===== config.mk =====
export PLATFORM = sky130hd
export DESIGN_NAME = sector_sequencer
export DESIGN_NICKNAME = d
export VERILOG_FILES = /design/src/rtl/sectseq_pkg.sv /design/src/rtl/sectseq_prog_rom.sv /design/src/rtl/sectseq_param_ram.sv /design/src/rtl/sectseq_step_timer.sv /design/src/rtl/sector_sequencer.sv
export SDC_FILE = /design/constraint.sdc
export NUM_CORES = 1
export LEC_CHECK = 0
export BUFFER_PORTS_ARGS = -buffer_cell sky130_fd_sc_hd__buf_2
export CAP_MARGIN = 20
export CORE_MARGIN = 2
export CORE_UTILIZATION = 45
export CTS_CLUSTER_SIZE = 40
export DETAILED_ROUTE_END_ITERATION = 10
export SKIP_LAST_GASP = 1
export SYNTH_ARGS = -nofsm -noshare
export SYNTH_HDL_FRONTEND = slang
export SYNTH_SLANG_ARGS = --single-unit
export TNS_END_PERCENT = 5

===== constraint.sdc =====
create_clock -name clk -period 23.2 [get_ports clk]
set_clock_uncertainty 0.05 [all_clocks]
set_input_delay 4.64 -clock clk [delete_from_list [all_inputs] [get_ports clk]]
set_output_delay 4.64 -clock clk [all_outputs]
set_load 0.05 [all_outputs]

===== src/rtl/sectseq_pkg.sv =====
package sectseq_pkg;

  localparam int STEPS    = 32;
  localparam int STEP_W   = $clog2(STEPS);
  localparam int IDX_W    = 4;
  localparam int PRM_N    = 15;

  localparam logic [IDX_W-1:0] IX_TAG_RD   = 4'd4;
  localparam logic [IDX_W-1:0] IX_TAG_WR   = 4'd5;
  localparam logic [IDX_W-1:0] IX_TAG_INIT = 4'd6;
  localparam logic [IDX_W-1:0] IX_TAG_RST  = 4'd7;
  localparam logic [IDX_W-1:0] IX_WPRE_1ST = 4'd8;
  localparam logic [IDX_W-1:0] IX_WPRE_NXT = 4'd9;
  localparam logic [IDX_W-1:0] IX_RWAIT_1ST = 4'd10;
  localparam logic [IDX_W-1:0] IX_RWAIT_NXT = 4'd11;
  localparam logic [IDX_W-1:0] IX_ECC_P1   = 4'd12;
  localparam logic [IDX_W-1:0] IX_SETTLE   = 4'd13;
  localparam logic [IDX_W-1:0] IX_MIN      = 4'd14;

  typedef struct packed {
    logic             ser;
    logic             ecc;
    logic             nblk;
    logic             tag;
    logic [IDX_W-1:0] idx;
  } ctl_word_t;

  function automatic ctl_word_t mk(logic ser, logic ecc, logic nblk, logic tag,
                                   logic [IDX_W-1:0] idx);
    ctl_word_t w;
    w.ser = ser; w.ecc = ecc; w.nblk = nblk; w.tag = tag; w.idx = idx;
    return w;
  endfunction

  // Control word for a given program (rd=1 read) and step number.
  function automatic ctl_word_t prog_word(logic rd, logic [STEP_W-1:0] s);
    int unsigned rel, blk, slot;
    logic [IDX_W-1:0] cnt_ix;
    logic first;
    ctl_word_t w;
    w = '0;
    rel  = 32'(s) - 2;
    blk  = rel / 7;
    slot = rel % 7;
    cnt_ix = IDX_W'(blk);
    first = (blk == 0);
    if (s == 0)       w = mk(1'b0, 1'b0, 1'b0, 1'b1, IX_TAG_INIT);
    else if (s == 1)  w = mk(1'b0, 1'b0, 1'b0, 1'b0, IX_SETTLE);
    else if (s >= 30) w = mk(1'b0, 1'b0, 1'b1, 1'b1, IX_TAG_RST);
    else if (rd) begin
      case (slot)
        0: w = mk(1'b0, 1'b0, 1'b0, 1'b0, first ? IX_RWAIT_1ST : IX_RWAIT_NXT);
        1: w = mk(1'b0, 1'b0, 1'b0, 1'b1, IX_TAG_RD);
        2: w = mk(1'b1, 1'b1, 1'b0, 1'b0, cnt_ix);
        3: w = mk(1'b1, 1'b1, 1'b0, 1'b0, IX_SETTLE);
        4: w = mk(1'b1, 1'b0, 1'b0, 1'b1, IX_TAG_INIT);
        5: w = mk(1'b1, 1'b0, 1'b0, 1'b0, IX_MIN);
        default: w = mk(1'b0, 1'b0, 1'b1, 1'b0, IX_MIN);
      endcase
    end else begin
      case (slot)
        0: w = mk(1'b0, 1'b0, 1'b0, 1'b1, IX_TAG_WR);
        1: w = mk(1'b0, 1'b0, 1'b0, 1'b0, first ? IX_WPRE_1ST : IX_WPRE_NXT);
        2: w = mk(1'b1, 1'b1, 1'b0, 1'b0, IX_MIN);
        3: w = mk(1'b1, 1'b1, 1'b0, 1'b0, cnt_ix);
        4: w = mk(1'b0, 1'b1, 1'b0, 1'b0, IX_MIN);
        5: w = mk(1'b0, 1'b0, 1'b0, 1'b0, IX_ECC_P1);
        default: w = mk(1'b0, 1'b0, 1'b1, 1'b0, IX_MIN);
      endcase
    end
    return w;
  endfunction

  // Remaining-count arithmetic used by the step timer.
  function automatic logic [31:0] count_next(logic [31:0] remaining);
    return (remaining == 0) ? 32'd0 : remaining - 32'd1;
  endfunction

endpackage


===== src/rtl/sectseq_prog_rom.sv =====
module sectseq_prog_rom
  import sectseq_pkg::*;
(
  input  logic              rd,
  input  logic [STEP_W-1:0] step,
  output ctl_word_t         word
);
  ctl_word_t prog_out [2];

  for (genvar p = 0; p < 2; p++) begin : g_prog
    assign prog_out[p] = prog_word(p[0], step);
  end

  assign word = rd ? prog_out[1] : prog_out[0];
endmodule


===== src/rtl/sectseq_param_ram.sv =====
module sectseq_param_ram
  import sectseq_pkg::*;
#(
  parameter int WIDTH = 12,
  parameter int DEPTH = PRM_N
) (
  input  logic             clk,
  input  logic             rst_n,
  input  logic             wr_en,
  input  logic [IDX_W-1:0] wr_addr,
  input  logic [WIDTH-1:0] wr_data,
  input  logic [IDX_W-1:0] rd_addr,
  output logic [WIDTH-1:0] rd_data
);
  logic [WIDTH-1:0] mem_q [DEPTH];
  logic [WIDTH-1:0] mem_rd [16];

  for (genvar e = 0; e < 16; e++) begin : g_ent
    if (e < DEPTH) begin : g_real
      always_ff @(posedge clk) begin
        if (!rst_n)                                    mem_q[e] <= '0;
        else if (wr_en && wr_addr == IDX_W'(e))        mem_q[e] <= wr_data;
      end
      assign mem_rd[e] = mem_q[e];
    end else begin : g_none
      assign mem_rd[e] = '0;
    end
  end

  assign rd_data = mem_rd[rd_addr];
endmodule


===== src/rtl/sectseq_step_timer.sv =====
module sectseq_step_timer
  import sectseq_pkg::*;
#(
  parameter int WIDTH = 12
) (
  input  logic             clk,
  input  logic             rst_n,
  input  logic             active,
  input  logic             entry,
  input  logic             tag_mode,
  input  logic             sync_mode,
  input  logic             sync_det,
  input  logic [WIDTH-1:0] load_val,
  output logic             done
);
  logic [WIDTH-1:0] cnt_q;
  logic [WIDTH-1:0] remaining;
  logic             counting;

  assign remaining = entry ? load_val : cnt_q;
  assign counting  = active && !tag_mode && !sync_mode;

  always_comb begin
    if (!active)        done = 1'b0;
    else if (sync_mode) done = sync_det;
    else if (tag_mode)  done = 1'b1;
    else                done = (remaining == '0);
  end

  always_ff @(posedge clk) begin
    if (!rst_n)                 cnt_q <= '0;
    else if (counting && !done) cnt_q <= WIDTH'(count_next(32'(remaining)));
  end
endmodule


===== src/rtl/sector_sequencer.sv =====
module sector_sequencer
  import sectseq_pkg::*;
#(
  parameter int PRM_W = 12
) (
  input  logic             clk,
  input  logic             rst_n,
  input  logic             start,
  input  logic             rd_sel,
  input  logic             sync_det,
  input  logic             prm_we,
  input  logic [3:0]       prm_addr,
  input  logic [PRM_W-1:0] prm_wdata,
  output logic             busy,
  output logic [4:0]       step,
  output logic             tag_load,
  output logic [PRM_W-1:0] tag_value,
  output logic             sr_load,
  output logic             sr_read,
  output logic             ecc_en,
  output logic             new_block
);
  localparam logic [STEP_W-1:0] LAST_STEP = STEP_W'(STEPS - 1);

  logic              busy_q;
  logic [STEP_W-1:0] step_q;
  logic              entry_q;
  logic              rd_prog;
  ctl_word_t         cw;
  logic [PRM_W-1:0]  prm_val;

  // Named internal events
  logic step_entry, step_adv, timer_done, sync_wait, prm_wr_ok, launch;

  assign step_entry = busy_q && entry_q;
  assign sync_wait  = cw.tag && (cw.idx == IX_TAG_RD);
  assign step_adv   = busy_q && timer_done;
  assign prm_wr_ok  = prm_we && !busy_q;
  assign launch     = start && !busy_q;

  sectseq_prog_rom u_rom (
    .rd   (rd_prog),
    .step (step_q),
    .word (cw)
  );

  sectseq_param_ram #(.WIDTH(PRM_W), .DEPTH(PRM_N)) u_prm (
    .clk     (clk),
    .rst_n   (rst_n),
    .wr_en   (prm_wr_ok),
    .wr_addr (prm_addr),
    .wr_data (prm_wdata),
    .rd_addr (cw.idx),
    .rd_data (prm_val)
  );

  sectseq_step_timer #(.WIDTH(PRM_W)) u_tmr (
    .clk       (clk),
    .rst_n     (rst_n),
    .active    (busy_q),
    .entry     (entry_q),
    .tag_mode  (cw.tag && !sync_wait),
    .sync_mode (sync_wait),
    .sync_det  (sync_det),
    .load_val  (prm_val),
    .done      (timer_done)
  );

  always_ff @(posedge clk) begin
    if (!rst_n) begin
      busy_q  <= 1'b0;
      step_q  <= '0;
      entry_q <= 1'b0;
      rd_prog <= 1'b0;
    end else if (launch) begin
      busy_q  <= 1'b1;
      step_q  <= '0;
      entry_q <= 1'b1;
      rd_prog <= rd_sel;
    end else if (step_adv) begin
      entry_q <= 1'b1;
      if (cw.nblk) rd_prog <= rd_sel;
      if (step_q == LAST_STEP) begin
        busy_q <= 1'b0;
        step_q <= '0;
      end else begin
        step_q <= step_q + 1'b1;
      end
    end else begin
      entry_q <= 1'b0;
    end
  end

  assign busy      = busy_q;
  assign step      = step_q;
  assign tag_load  = step_entry && cw.tag;
  assign tag_value = tag_load ? prm_val : '0;
  assign sr_load   = busy_q && cw.ser && !rd_prog;
  assign sr_read   = busy_q && cw.ser && rd_prog;
  assign ecc_en    = busy_q && cw.ecc;
  assign new_block = busy_q && cw.nblk;
endmodule


# ---- Word level (Yosys, flattened, before mapping)
# Memories as Yosys holds them, arrays and structs flattened.
# Index checks and enable logic that the tools add are counted.
dict set report classes {
  add_sub_neg 3
  n_div 2
  order_cmp 2
  eq_ne 22
  mux 90
  bitwise 17
  n_reduce_logical 46
}
# operator count
set ops {}
lappend ops {{2-to-1 mux 12 bit} 20}
lappend ops {{one-hot mux 8 bit (6 select lines)} 2}
lappend ops {{== test 32 x 2 -> 1 bit (second input constant)} 2}
lappend ops {{== test 32 x 3 -> 1 bit (second input constant)} 2}
lappend ops {{logical NOT 32 bit} 2}
lappend ops {{2-to-1 mux 1 bit} 59}
lappend ops {{2-to-1 mux 8 bit} 7}
lappend ops {{binary-select mux 12 bit (select 4 bit)} 1}
lappend ops {{divider 32 x 3 -> 32 bit (second input constant)} 1}
lappend ops {{== test 32 x 1 -> 1 bit (second input constant)} 1}
lappend ops {{modulo 32 x 3 -> 32 bit (second input constant)} 1}
lappend ops {{logical AND 1 bit} 30}
lappend ops {{== test 4 bit (second input constant)} 7}
lappend ops {{== test 4 x 3 -> 1 bit (second input constant)} 5}
lappend ops {{OR 1 bit} 15}
lappend ops {{logical NOT 12 bit} 1}
lappend ops {{subtractor 12 x 1 -> 12 bit (second input constant)} 1}
lappend ops {{>= comparator 5 bit (second input constant)} 2}
lappend ops {{== test 4 x 2 -> 1 bit (second input constant)} 2}
lappend ops {{nonzero test 2 bit} 3}
lappend ops {{subtractor 5 x 2 -> 6 bit (second input constant)} 1}
lappend ops {{adder 5 x 1 -> 5 bit (second input constant)} 1}
lappend ops {{== test 5 x 1 -> 1 bit (second input constant)} 1}
lappend ops {{== test 5 bit (second input constant)} 1}
lappend ops {{other kinds (9)} 14}
dict set report totals {
  register_bits 20
  mem_bits_rw 180
  out_inout_bits 23
  memories 1
}
# name words word_bits rd rd_ports_with_merged_regs write_ports line_no
set mem_list {}
lappend mem_list {u_prm.mem_q 15 12 15 0 15 sectseq_param_ram.sv:15} ;# logic [WIDTH-1:0] mem_q [DEPTH];

# ---- Depth between registers and ports, before layout
dict set report depth {
  depth_word 21
  depth_mapped 33
}

# ---- Cells and area by module
# A second synthesis with hierarchy kept.
dict set report hier_totals {
  cells_unflattened 916
  area_unflattened_um2 11066.9
}
# mod n_inst cells_per_inst area_each_um2
set by_module_without_submodules {}
lappend by_module_without_submodules {sectseq_param_ram 1 560 8391.8}
lappend by_module_without_submodules {sectseq_step_timer 1 144 1089.8}
lappend by_module_without_submodules {sectseq_prog_rom 1 150 1077.3}
lappend by_module_without_submodules {sector_sequencer 1 62 508.0}

# ---- Least setup slack after synthesis
# Ideal clock, no wire load.
dict set report synth_timing {
  path_kind {register -> output}
  start {register step_q[1] (netlist: step[1])}
  end {output port tag_value[1]}
  arrival_ns 7.044
  t_required_ns 18.510
  slack_ns 11.466
  path_stages_with_launch 29
  path_buffers 6
  path_cell_list {dfxtp_1 -> buf_2 -> inv_1 -> ha_1 -> nor2b_1 -> a21oi_1 -> nand2b_1 -> inv_1 -> ha_1 -> nand3_1 -> nand2_1 -> xnor2_1 -> ha_1 -> clkbuf_1 -> a22oi_1 -> a2bb2oi_4 -> o21ai_0 -> a32o_1 -> o22ai_2 -> buf_6 -> buf_6 -> buf_8 -> clkbuf_1 -> nand2_1 -> a21oi_1 -> a311oi_1 -> o21ai_0 -> nor2_1 -> a211oi_1}
}
dict set report synth_via {
  elab_chain_len 14
}
# element line_no
set synth_rtl {}
lappend synth_rtl {{from (decl)} sector_sequencer.sv:26} ;# logic [STEP_W-1:0] step_q;
lappend synth_rtl {{from (signal assigned)} sector_sequencer.sv:87} ;# step_q <= step_q + 1'b1;
lappend synth_rtl {{subtractor 5 x 2 -> 6 bit} sectseq_pkg.sv:42} ;# rel = 32'(s) - 2;
lappend synth_rtl {{divider 32 x 3 -> 32 bit} sectseq_pkg.sv:43} ;# blk = rel / 7;
lappend synth_rtl {{logical NOT 32 bit} sectseq_pkg.sv:46} ;# first = (blk == 0);
lappend synth_rtl {{2-to-1 mux 1 bit} {sectseq_pkg.sv:52, sectseq_pkg.sv:63}}
lappend synth_rtl {{one-hot mux 8 bit (6 select lines) (on tied branches)} {sectseq_pkg.sv:61, sectseq_pkg.sv:51}}
lappend synth_rtl {{2-to-1 mux 8 bit} sectseq_pkg.sv:49} ;# else if (s >= 30) w = mk(1'b0, 1'b0, 1'b1, 1'b1, IX_TAG_RST);
lappend synth_rtl {{2-to-1 mux 8 bit} sectseq_pkg.sv:48} ;# else if (s == 1) w = mk(1'b0, 1'b0, 1'b0, 1'b0, IX_SETTLE);
lappend synth_rtl {{2-to-1 mux 8 bit} sectseq_pkg.sv:47} ;# if (s == 0) w = mk(1'b0, 1'b0, 1'b0, 1'b1, IX_TAG_INIT);
lappend synth_rtl {{2-to-1 mux 8 bit *} sectseq_prog_rom.sv:14} ;# assign word = rd ? prog_out[1] : prog_out[0];
lappend synth_rtl {{NOT 4 -> 5 bit (not written as such)} sectseq_param_ram.sv:30} ;# assign rd_data = mem_rd[rd_addr];
lappend synth_rtl {{binary-select mux 12 bit (select 4 bit)} sectseq_param_ram.sv:30}
lappend synth_rtl {{2-to-1 mux 12 bit (not written as such) (2 in a row)} sectseq_param_ram.sv:30}
lappend synth_rtl {{2-to-1 mux 12 bit *} sector_sequencer.sv:97} ;# assign tag_value = tag_load ? prm_val : '0;
lappend synth_rtl {{to (decl)} sector_sequencer.sv:17} ;# output logic [PRM_W-1:0] tag_value,
# Mark *: on every way between the ends. The rest lies on a longest branch, timed or not. The select of a mux whose other input is x is not followed.

# ---- Final worst setup path
dict set report layout_timing {
  start {register step_q[1] (netlist: step[1])}
  end {output port tag_value[10]}
}
# Same word-level chain as after synthesis.

==> flow_summary.yaml <==
cts:
  cts_tree: "yes"
  cts_buffer_depth: 2
  hold_buffers: 0
  clockRootBuffer: "clkbuf_16"
  post_cts_buffers: 0
  ctsResizeCount: 0
  clk_pin_slew_ns: 0.08
  cts_sinks: 200
  numCtsBuffers: 17
  clk-insertion-delay-late_ns: 0.43
  htree_num_levels: 4
synth:
  yosys-top-cells-count: "and2_1, edfxtp_1, mux2i_1, nor2_1, nand2_1"
  synth_area_leaders: "edfxtp_1, and2_1, mux2i_1"
  synth_top_area_share: 0.4664
  avgSynthCellArea_sq_um: 11.04
  ys_seq_elements: 200
  synth_edf_count: 180
  syn_area_sq_um: 11590
  yosysTopAreaCell: "edfxtp_1"
  synth_warnings: 0
  synth_cell_type_count: 93
  syn_nets: 1085
  yosysMostFrequentCell: "and2_1"
  synth-main-ff-cell: "edfxtp_1"
  ys_seq_area_frac: 0.5010
  syn_inst: 1050
  synthArstFlopShare: 0
sta:
  hold_viol: 0
  rsz0062_at_grt: "no"
  tightest_slew_ns: 0.9495
  timing.final.crit_share: 0.5495
  finalSetupViolCount: 0
  fin_setup_tns_ns: 0
  slew_headroom: 0.3632
  maxSlewViolCount: 0
  clock.fmax_mhz: 78.44
  fin_crit_ns: 12.75
finish:
  nets: 1093
  drive_gt1_frac: 0.1354
  design_area_sq_um: 12580
  antenna_cells: 0
  syn2layout_area_growth_pct: 8.562
setup_path:
  crit_arrival_ns: 8.06
  r2r_end: "u_tmr.cnt_q[4]"
  r2r_slack_ns: 13.99
  crit_type: "reg -> out"
  rr_startpoint: "step[1]"
  worstPathRequired_ns: 18.51
  reg2regPathDepth: 27
  worst_setup_path_start_kind: "flop"
  cp_max_fo: 20
  crit_chain: "inv_1 -> ha_1 -> nor2b_1 -> a21oi_1 -> nand2b_1 -> inv_1 -> ha_1 -> nand3_1 -> nand2_1 -> xnor2_1 -> ha_1 -> or3_1 -> a211o_1 -> a21boi_2 -> a31oi_1 -> o31a_1 -> nor2_1 -> mux2_2 -> a211oi_1 -> and2_1 -> buf_2"
  cpMostUsedCell: "ha_1"
  max_stage_delay_ns: 0.80
  cp_slowest_cell: "dfxtp_1"
  setup.worst_path.end_class: "output pin"
min_path:
  hold_start: "u_tmr.cnt_q[10]"
  hold_depth: 2
  min_path_type: "reg -> reg"
  hold_path_end: "u_tmr.cnt_q[10]"
route:
  postRouteAntennaNets: 0
  dr_total_vias: 8347
  wl_um: 32160
  post-route-drc-count: 0
  drt-wirelength-per-cell_um: 22.95
  drt_iter0_markers: 842
  avgViaCountPerCell: 5.958
  drt_first_pass_iters: 6
floorplan:
  rows: 58
  die_area_sq_um: 27050
  core_sq_um: 25250
  ios: 45
  start_util: 0.4589
  die_w_um: 164.5
  die_h_um: 164.5
grt:
  grt_max_degree: 51
  grt_remaining_overflow: 0
  grt_pass1_vias: 7966
  grt_pass1_wl_um: 49020
  antenna_found_initial: 0
  grt_usage: 0.2436
power_and_ir_drop:
  p_switching_uw: 270.7
  power.share.clock: 0.330
  power.share.sequential: 0.461
  power_frac_comb: 0.208
  power_per_cell_area_nw_per_um2: 71.01
  power.leakage_nw: 4.976
  finalPower_uw: 893.4
  peakVddDrop_mv: 0.04267
  p_int_uw: 622.7
  p_sw_frac: 0.3030
place:
  dp_hpwl_um: 21960
  dpl-instance-area_sq_um: 11990
  io_buffers: 44
  gp_congestion: 0.8922
flow_run:
  drv_cap: 0
run_status:
  status: "completed"
-- metrics by stage --
| stage | instances | setup slack, ns | util | hold slack (ns) |
|---|---|---|---|---|
| 2_1_floorplan | 1050 | 11.47 | - | 0.3761 |
| 3_3_place_gp | 1365 | 11.21 | 0.4742 | 0.3841 |
| 3_5_place_dp | 1366 | 11.00 | 0.4746 | 0.3940 |
| 4_1_cts | 1398 | 10.50 | 0.4970 | 0.4048 |
| 5_1_grt | 1401 | 9.761 | 0.4982 | 0.4420 |
| 6_report | 1401 | 10.45 | 0.4982 | 0.4016 |
-- critical path, delay by kind of cell, from the launching register on --
family | cells | cell delay, ns
xor+xnor | 1 | 0.19
fa+ha+maj | 3 | 1.03
simple gates | 7 | 2.42
buf+inv | 3 | 0.76
mux | 1 | 0.42
compound gates | 6 | 1.98
flops | 1 | 0.80
-- how the worst max path moves through the flow --
stage | end | slack, ns | cells past startpoint | from
6_report | tag_value[10] | 10.45 | 21 | step[1]
5_1_grt | tag_value[10] | 9.76 | 22 | step[1]
4_1_cts | tag_value[10] | 10.50 | 21 | step[1]
3_5_place_dp | tag_value[10] | 11.00 | 21 | step[1]
3_3_place_gp | tag_value[10] | 11.21 | 21 | step[1]
2_1_floorplan | tag_value[1] | 11.47 | 28 | step[1]
-- placed cells by master, fill, tap and decap left out, types with 9 or more instances in the layout --
master | netlist | routed
a211oi_1 | 11 | 11
a21oi_1 | 31 | 31
a31oi_1 | 15 | 15
and2_1 | 190 | 190
buf_2 | 14 | 44
buf_4 | 5 | 20
clkbuf_16 | 0 | 17
dfxtp_1 | 20 | 20
edfxtp_1 | 180 | 180
ha_1 | 13 | 13
inv_1 | 15 | 15
mux2_2 | 9 | 9
mux2i_1 | 79 | 79
nand2_1 | 58 | 58
nand2b_1 | 18 | 18
nand3_1 | 25 | 25
nor2_1 | 59 | 59
nor2b_1 | 13 | 13
nor3_1 | 15 | 15
o211ai_1 | 11 | 11
o21ai_0 | 42 | 29
o21ai_1 | 5 | 18
-- routing by layer --
metal,routed length (um),track usage,share of wire,up-vias
met4,558,0.05771,0.017,0
li1,-,-,-,3890
met5,0,0,0,-
met1,14620,0.3514,0.45,4108
met3,2152,0.03968,0.067,35
met2,14820,0.3855,0.46,314
-- registers in the layout, summed over array words and instances (netlist names) --
signal,count
busy,1
entry_q,1
rd_prog,1
step,5
u_prm.mem_q,180
u_tmr.cnt_q,12
-- cell type report --
type                            instances  area, sq um
Fill cell                            2291        12670
Sequential cell                       200         5806
Multi-Input combinational cell        757         5341
Clock buffer                           22        454.2
Tap cell                              330        412.9
Timing Repair Buffer                   66        396.6
Clock inverter                         10        110.1
Inverter                               16        60.06
-- power by group through the flow --
stage	Sequential, mW	Combinational (mW)	Clock (mW)
6_report	0.412	0.186	0.295
5_1_grt	0.413	0.200	0.310
4_1_cts	0.412	0.184	0.297
3_5_place_dp	0.420	0.183	0
3_3_place_gp	0.420	0.183	0
2_1_floorplan	0.419	0.133	0
-- cell families (layout without fill, tap and decap cells) --
group,after synthesis,count (layout),share of synthesized area
compound gates,217,217,0.1437
xor+xnor,13,13,0.01047
fa+ha+maj,13,13,0.01404
buf+inv,93,114,0.03973
flops,200,200,0.5010
mux,93,93,0.08702
simple gates,421,421,0.2041
Note: power is estimated with default switching activity, not from simulation.
